[config.mk]
export PLATFORM = sky130hd
export DESIGN_NAME = frac_tick_gen
export DESIGN_NICKNAME = d
export VERILOG_FILES = /design/src/rtl/ftg_pkg.sv /design/src/rtl/ftg_frac_acc.sv /design/src/rtl/ftg_divider.sv /design/src/rtl/frac_tick_gen.sv
export SDC_FILE = /design/constraint.sdc
export NUM_CORES = 1
export LEC_CHECK = 0
export BUFFER_PORTS_ARGS = -buffer_cell sky130_fd_sc_hd__buf_4
export CAP_MARGIN = 20
export CORE_MARGIN = 1
export CORE_UTILIZATION = 54
export CTS_CLUSTER_DIAMETER = 50
export CTS_CLUSTER_SIZE = 40
export DETAILED_ROUTE_END_ITERATION = 7
export MAX_ROUTING_LAYER = met4
export PLACE_DENSITY = 0.8
export SETUP_SLACK_MARGIN = 0.3
export SLEW_MARGIN = 20
export SYNTH_ARGS = -nofsm -noshare
export SYNTH_HDL_FRONTEND = slang
export SYNTH_SLANG_ARGS = --single-unit
[constraint.sdc]
create_clock -name clk -period 3.1 [get_ports clk]
set_input_delay 0.31 -clock clk [delete_from_list [all_inputs] [get_ports clk]]
set_output_delay 0.31 -clock clk [all_outputs]
set_load 0.005 [all_outputs]
[src/rtl/ftg_pkg.sv]
package ftg_pkg;

    typedef enum logic {
        DIV_IDLE = 1'b0,
        DIV_RUN  = 1'b1
    } div_state_e;

endpackage

[src/rtl/ftg_frac_acc.sv]
module ftg_frac_acc #(
    parameter int FRAC_W = 4
) (
    input  logic              clk,
    input  logic              rst_n,
    input  logic              clr,
    input  logic              step,
    input  logic [FRAC_W-1:0] frac,
    output logic              carry
);
    typedef struct packed {
        logic [FRAC_W-1:0] acc;
    } acc_s;

    acc_s            st_q, st_d;
    logic [FRAC_W:0] sum;

    always_comb begin
        sum   = {1'b0, st_q.acc} + {1'b0, frac};
        carry = sum[FRAC_W];
        st_d  = st_q;
        if (clr) begin
            st_d.acc = '0;
        end else if (step) begin
            st_d.acc = sum[FRAC_W-1:0];
        end
    end

    always_ff @(posedge clk) begin
        if (!rst_n) begin
            st_q <= '0;
        end else begin
            st_q <= st_d;
        end
    end
endmodule

[src/rtl/ftg_divider.sv]
module ftg_divider
    import ftg_pkg::*;
#(
    parameter int LEN_W = 5
) (
    input  logic             clk,
    input  logic             rst_n,
    input  logic             en,
    input  logic             load_ok,
    input  logic [LEN_W-1:0] load_len,
    output logic             boundary,
    output logic             tick
);
    typedef struct packed {
        div_state_e       st;
        logic [LEN_W-1:0] cnt;
        logic             tick;
    } div_s;

    div_s st_q, st_d;

    always_comb begin
        boundary = (st_q.st == DIV_IDLE) || (st_q.cnt == '0);
        st_d     = st_q;
        st_d.tick = 1'b0;
        if (!en) begin
            st_d.st  = DIV_IDLE;
            st_d.cnt = '0;
        end else if (boundary) begin
            st_d.tick = (st_q.st == DIV_RUN);
            if (load_ok) begin
                st_d.st  = DIV_RUN;
                st_d.cnt = load_len - LEN_W'(1);
            end else begin
                st_d.st  = DIV_IDLE;
                st_d.cnt = '0;
            end
        end else begin
            st_d.cnt = st_q.cnt - LEN_W'(1);
        end
    end

    always_ff @(posedge clk) begin
        if (!rst_n) begin
            st_q <= '{st: DIV_IDLE, cnt: '0, tick: 1'b0};
        end else begin
            st_q <= st_d;
        end
    end

    assign tick = st_q.tick;
endmodule

[src/rtl/frac_tick_gen.sv]
module frac_tick_gen #(
    parameter int CNT_W      = 4,
    parameter int FRAC_W     = 4,
    parameter int SCALE      = 1,
    parameter bit ALLOW_ZERO = 1'b0
) (
    input  logic                clk,
    input  logic                rst_n,
    input  logic                en,
    input  logic [CNT_W-1:0]    div_cnt,
    input  logic [2*FRAC_W-1:0] corr_reg,
    output logic                tick,
    output logic                zero_cnt_err
);
    localparam int MAX_LEN = (1 << CNT_W) * SCALE + 1;
    localparam int LEN_W   = $clog2(MAX_LEN + 1);

    typedef struct packed {
        logic err;
    } top_s;

    top_s              st_q, st_d;
    logic [FRAC_W-1:0] frac_idx;
    logic              cnt_legal;
    logic              boundary;
    logic              carry;
    logic              step;
    logic [LEN_W-1:0]  len;

    assign frac_idx  = corr_reg[2*FRAC_W-1:FRAC_W];
    assign cnt_legal = ALLOW_ZERO || (div_cnt != '0);
    assign step      = en && boundary && cnt_legal;
    assign len       = (LEN_W'(div_cnt) + LEN_W'(1)) * LEN_W'(SCALE) + LEN_W'(carry);

    ftg_frac_acc #(.FRAC_W(FRAC_W)) acc_i (
        .clk   (clk),
        .rst_n (rst_n),
        .clr   (!en),
        .step  (step),
        .frac  (frac_idx),
        .carry (carry)
    );

    ftg_divider #(.LEN_W(LEN_W)) div_i (
        .clk      (clk),
        .rst_n    (rst_n),
        .en       (en),
        .load_ok  (cnt_legal),
        .load_len (len),
        .boundary (boundary),
        .tick     (tick)
    );

    always_comb begin
        st_d = st_q;
        if (en && boundary && !cnt_legal) begin
            st_d.err = 1'b1;
        end
    end

    always_ff @(posedge clk) begin
        if (!rst_n) begin
            st_q <= '0;
        end else begin
            st_q <= st_d;
        end
    end

    assign zero_cnt_err = st_q.err;
endmodule

* Word-level counts from Yosys, hierarchy flattened *
Index checks and enable logic that the tools add are counted.

operators by class
  order comparisons = 0
  reductions and logical operators = 9
  multiplexer cells = 2
  div/mod/pow operators = 0
  equal/unequal tests = 0
  multipliers = 0
  $add $sub $neg = 5
  bitwise logic cells = 1
  shift-type cells = 0

operators by type and width
  kind                                                                count
  5-bit by 1-bit subtractor with 5-bit output, second input constant  2
  6-bit two-way mux                                                   1
  4-bit by 1-bit adder with 5-bit output, second input constant       1
  4-bit by 4-bit adder with 5-bit output                              1
  5-bit by 1-bit adder with 5-bit output                              1
  5-bit zero test                                                     1
  5-bit two-way mux                                                   1
  4-bit nonzero test                                                  1
  1-bit logical AND                                                   3
  3-bit AND reduction                                                 1
  2-bit AND reduction                                                 1
  1-bit zero test                                                     1
  1-bit logical OR                                                    1
  1-bit inverter                                                      1

storage, ports and cells
  ROM bits = 0
  output and inout bits = 2
  bits in registers = 12
  logic and storage cells = 22
  latch bits = 0
  memories = 0
  bits in writable memories = 0

* Longest topological paths before layout *
  word-level depth = 5
  gate-level depth with buffers = 11
  gate-level depth less buffers = 11

* Cells and area by module *
From an unflattened synthesis, not the netlist that was laid out.

unflattened totals
  cells, all modules = 92
  area, all modules = 819.5 um2

by module, submodules not included
  module         area an instance (um2)  cells each  times used  sequential area each (um2)
  ftg_divider    387.9                   44          1           140.1
  ftg_frac_acc   305.3                   31          1           80.1
  frac_tick_gen  126.4                   17          1           20.0

* Worst setup path after synthesis *
OpenSTA, ideal clock, no wires.

  path kind = flip-flop to flip-flop
  start = reg acc_i.st_q[0] (netlist bit)
  end = reg div_i.st_q[3] (netlist bit)
  arrival time = 1.768 ns
  setup time = 0.072 ns
  cell stages (with the launch flop) = 12
  path slack = 1.261 ns
  path through = dfxtp_1 ha_1 inv_1 fa_1 nor2b_1 o21ai_0 nand2b_1 ha_1 ha_1 xor2_1 nand3_1 a21oi_1

between the ends
  longest elaborated chain between the ends = 5

ends and longest elaborated chain
  item                                         line                 source
  start, declared                              ftg_frac_acc.sv:15   acc_s st_q, st_d;
  start signal, assigned                       ftg_frac_acc.sv:33   st_q <= st_d;
  4-bit by 4-bit adder with 5-bit output       ftg_frac_acc.sv:19   sum = {1'b0, st_q.acc} + {1'b0, frac};
  5-bit by 1-bit adder with 5-bit output       frac_tick_gen.sv:33  assign len = (LEN_W'(div_cnt) + LEN_W'(1)) * LEN_W'(SCALE) + LEN_W'(carry);
  5-bit by 1-bit subtractor with 5-bit output  ftg_divider.sv:33    st_d.cnt = load_len - LEN_W'(1);
  6-bit two-way mux                            ftg_divider.sv:31    if (load_ok) begin
  5-bit two-way mux                            ftg_divider.sv:29    end else if (boundary) begin
  end signal, assigned                         ftg_divider.sv:45    st_q <= '{st: DIV_IDLE, cnt: '0, tick: 1'b0};
  end signal, assigned                         ftg_divider.sv:47    st_q <= st_d;
  end, declared                                ftg_divider.sv:20    div_s st_q, st_d;

Every way passes these cells.
A chain may end at the register's enable or synchronous reset.

* Final worst setup path *
Ends and elaborated chain as after synthesis.

==> metrics.csv <==
metric,value,unit
Worst-Margin Slew,757,ps
LEAKAGE,0.386,nW
initial antenna violation count,0,
DP Area,806,um^2
Cell Pwr Density,453,nW/um^2
postcts setup bufs,0,
Post-Route WL,1260,um
root buffer cell,clkbuf_4,
die width,38.2,um
critical-path maximum fanout,2,
Final Cycle Share,65.1,%
DP Worst Slack,1030,ps
crit-path most repeated cell,ha_1,
vias in the first global route,578,
Buffers on Ports,12,
Critical Path Sink Type,flop,
RePlAce Congestion,0.687,
GRT Max-Usage Layer,met2,
slowest cell on the critical path,fa_1,
most frequent cells in the layout,"12 x dfxtp_1, 12 x buf_4, 10 x nand3_1, 8 x ha_1",
Seq. cell area,240,um^2
Bufs on Longest Clock Path,2,
# DRC,0,
final hold violations,0,
Initial Util,61.4,%
#FFs+latches synth,12,
first-pass GRT wire length,2340,um
area of the multi-input gates,439,um^2
largest net degree at the start of global routing,10,
CTS tree,built,
Total Routing Usage GR,24.3,%
die area,1460,um^2
setup TNS,0,ps
H-tree depth,1,
Diodes inserted,0,
Via density,5.60,
DP Wirelength,1010,um
Resize count post-CTS,0,
post-synthesis cell area,709,um^2
kind of cell adding the most delay to the critical path,adder cells,
Critical Path Start,acc_i.st_q[0],
drt first pass iters,4,
Synth warnings,0,
critical-path cell list,ha_1 > inv_1 > fa_1 > nor2b_1 > o21ai_0 > nand2b_1 > ha_1 > ha_1 > xor2_1 > nand3_1 > a21oi_1,
Syn-to-layout area delta,18.7,%
CTS Hold Bufs,0,
clock-pin slew on the worst setup and hold paths,80,ps
Max Clock Skew,3.03,ps
layout cells sized above 1,22.0,%
synthesized instance count,76,
Die Span Y,38.2,um
R2R Path Start,acc_i.st_q[0],
met1 usage,27.7,%
final instance area,842,um^2
via count,588,
"antenna viol nets, final",0,
Hold/Removal Path Class,in -> reg,
Yosys top cell by area,dfxtp_1,
max cap viols,0,
Post-Syn Nets,100,
CP Data Required Time,3310,ps
clk sinks,12,
num ports,17,
number of DRC markers in iteration 0,7,
startpoint types,flop,
Worst-Skew Late Latency,280,ps
total CTS buffers,3,
f_max,0.496,GHz
Setup CP Type,reg -> reg,
top-area cell type share of the netlist area,33.9,%
Unique masters post-synth,29,
met2 Use GR,39.4,%
FP Rows,12,
nets@finish,116,
count of pins over their slew limit,0,
Final min period,2020,ps
register area share after synthesis,33.9,%
core box area,1160,um^2
wire per inst,12.0,um
syn_area_per_cell,9.33,um^2
Max IR drop VDD,0.000249,V
grt met3 use,6.98,%
final number of setup-violating endpoints,0,
Synth area leaders,"dfxtp_1 34%, ha_1 14%, xor2_1 7.4%",
Fillers,87,
status,"complete, no violations",
min-delay src,rst_n,
Slew HR,49.1,%
Buffers & Inverters on Critical Path,1,
post-route setup slack,1080,ps
max incr delay on CP,400,ps
Overflow after GRT,0,
worst path arrival time,2230,ps
RSZ-0062 raised after global routing,false,
synth_stat cells:
| library cell | count |
|---|---|
| a211oi_2 | 1 |
| nand2_1 | 1 |
| ha_1 | 8 |
| or4_1 | 1 |
| o21ai_0 | 1 |
| a21o_1 | 1 |
| or2_2 | 1 |
| a31oi_1 | 1 |
| nor2_1 | 5 |
| mux2i_1 | 2 |
| a211oi_1 | 1 |
| inv_1 | 5 |
| nand4_1 | 1 |
| o22ai_1 | 1 |
| a21oi_4 | 1 |
| a21oi_1 | 6 |
| xor2_1 | 6 |
| xnor2_1 | 1 |
| nand2b_1 | 1 |
| fa_1 | 1 |
| nand2_2 | 1 |
| nor2b_1 | 2 |
| or4b_1 | 1 |
| nor4_1 | 1 |
| nor3_1 | 1 |
| buf_6 | 1 |
| nand3_1 | 10 |
| dfxtp_1 | 12 |
| nor3b_1 | 1 |
per-layer routing:
| metal | part of all wire [%] | vias to the layer above |
|---|---|---|
| li1 | - | 302 |
| met1 | 46 | 270 |
| met2 | 49 | 11 |
| met3 | 3.2 | 5 |
| met4 | 1.7 | 0 |
| met5 | 0 | - |
worst reg2reg max path: cells and delay by family (launching register included):
| kind | cells | cell delay, ps |
|---|---|---|
| adders and majority gates | 4 | 900 |
| DFF | 1 | 340 |
| and+or+nand+nor | 3 | 300 |
| AOI/OAI and AO/OA | 2 | 210 |
| xor gates and xnor gates | 1 | 150 |
| buffers and inverters | 1 | 50 |
area by class of cell:
type	instances	share of cell area (%)
clock buffers	4	4.31
inverters	5	2.23
flip-flops and latches	12	28.5
multi-input cells	58	52.2
well taps	14	2.08
repair buffers	12	10.7
per-stage QoR:
step / hold WS [ps] / utilization, % / power, mW / std cells
after floorplan: 438 / - / 0.235 / 76
after global placement: 476 / 69.7 / 0.253 / 101
after detailed placement: 491 / 69.7 / 0.257 / 101
after CTS: 289 / 72.8 / 0.384 / 105
after global routing: 292 / 72.8 / 0.405 / 105
final: 287 / 72.8 / 0.381 / 105
power by group:
group	switching, mW	total, mW	internal, mW
clock network	0.0575	0.129	0.0715
logic	0.0429	0.0824	0.0395
registers	0.00672	0.170	0.163
logic make-up after synthesis:
kind of cell	count (synthesis)	synth area share (%)
buffers and inverters	6	4.23
adders and majority gates	9	16.9
and+or+nand+nor	27	20.6
AOI/OAI and AO/OA	13	12.9
muxes	2	2.82
DFF	12	33.9
xor gates and xnor gates	7	8.64
final timing paths:
kind / end / slack [ps] / depth (start not counted)
setup / recovery: div_i.st_q[3] / 1080 / 11
setup reg to reg: div_i.st_q[3] / 1080 / 11
hold / removal: zero_cnt_err / 290 / 2
hold reg to reg: acc_i.st_q[3] / 510 / 2
registers in the layout (all words and copies together) (netlist names):
name	cells
acc_i.st_q	4
div_i.st_q	6
div_i.tick	1
zero_cnt_err	1
Power figures use the tool's default switching activity.
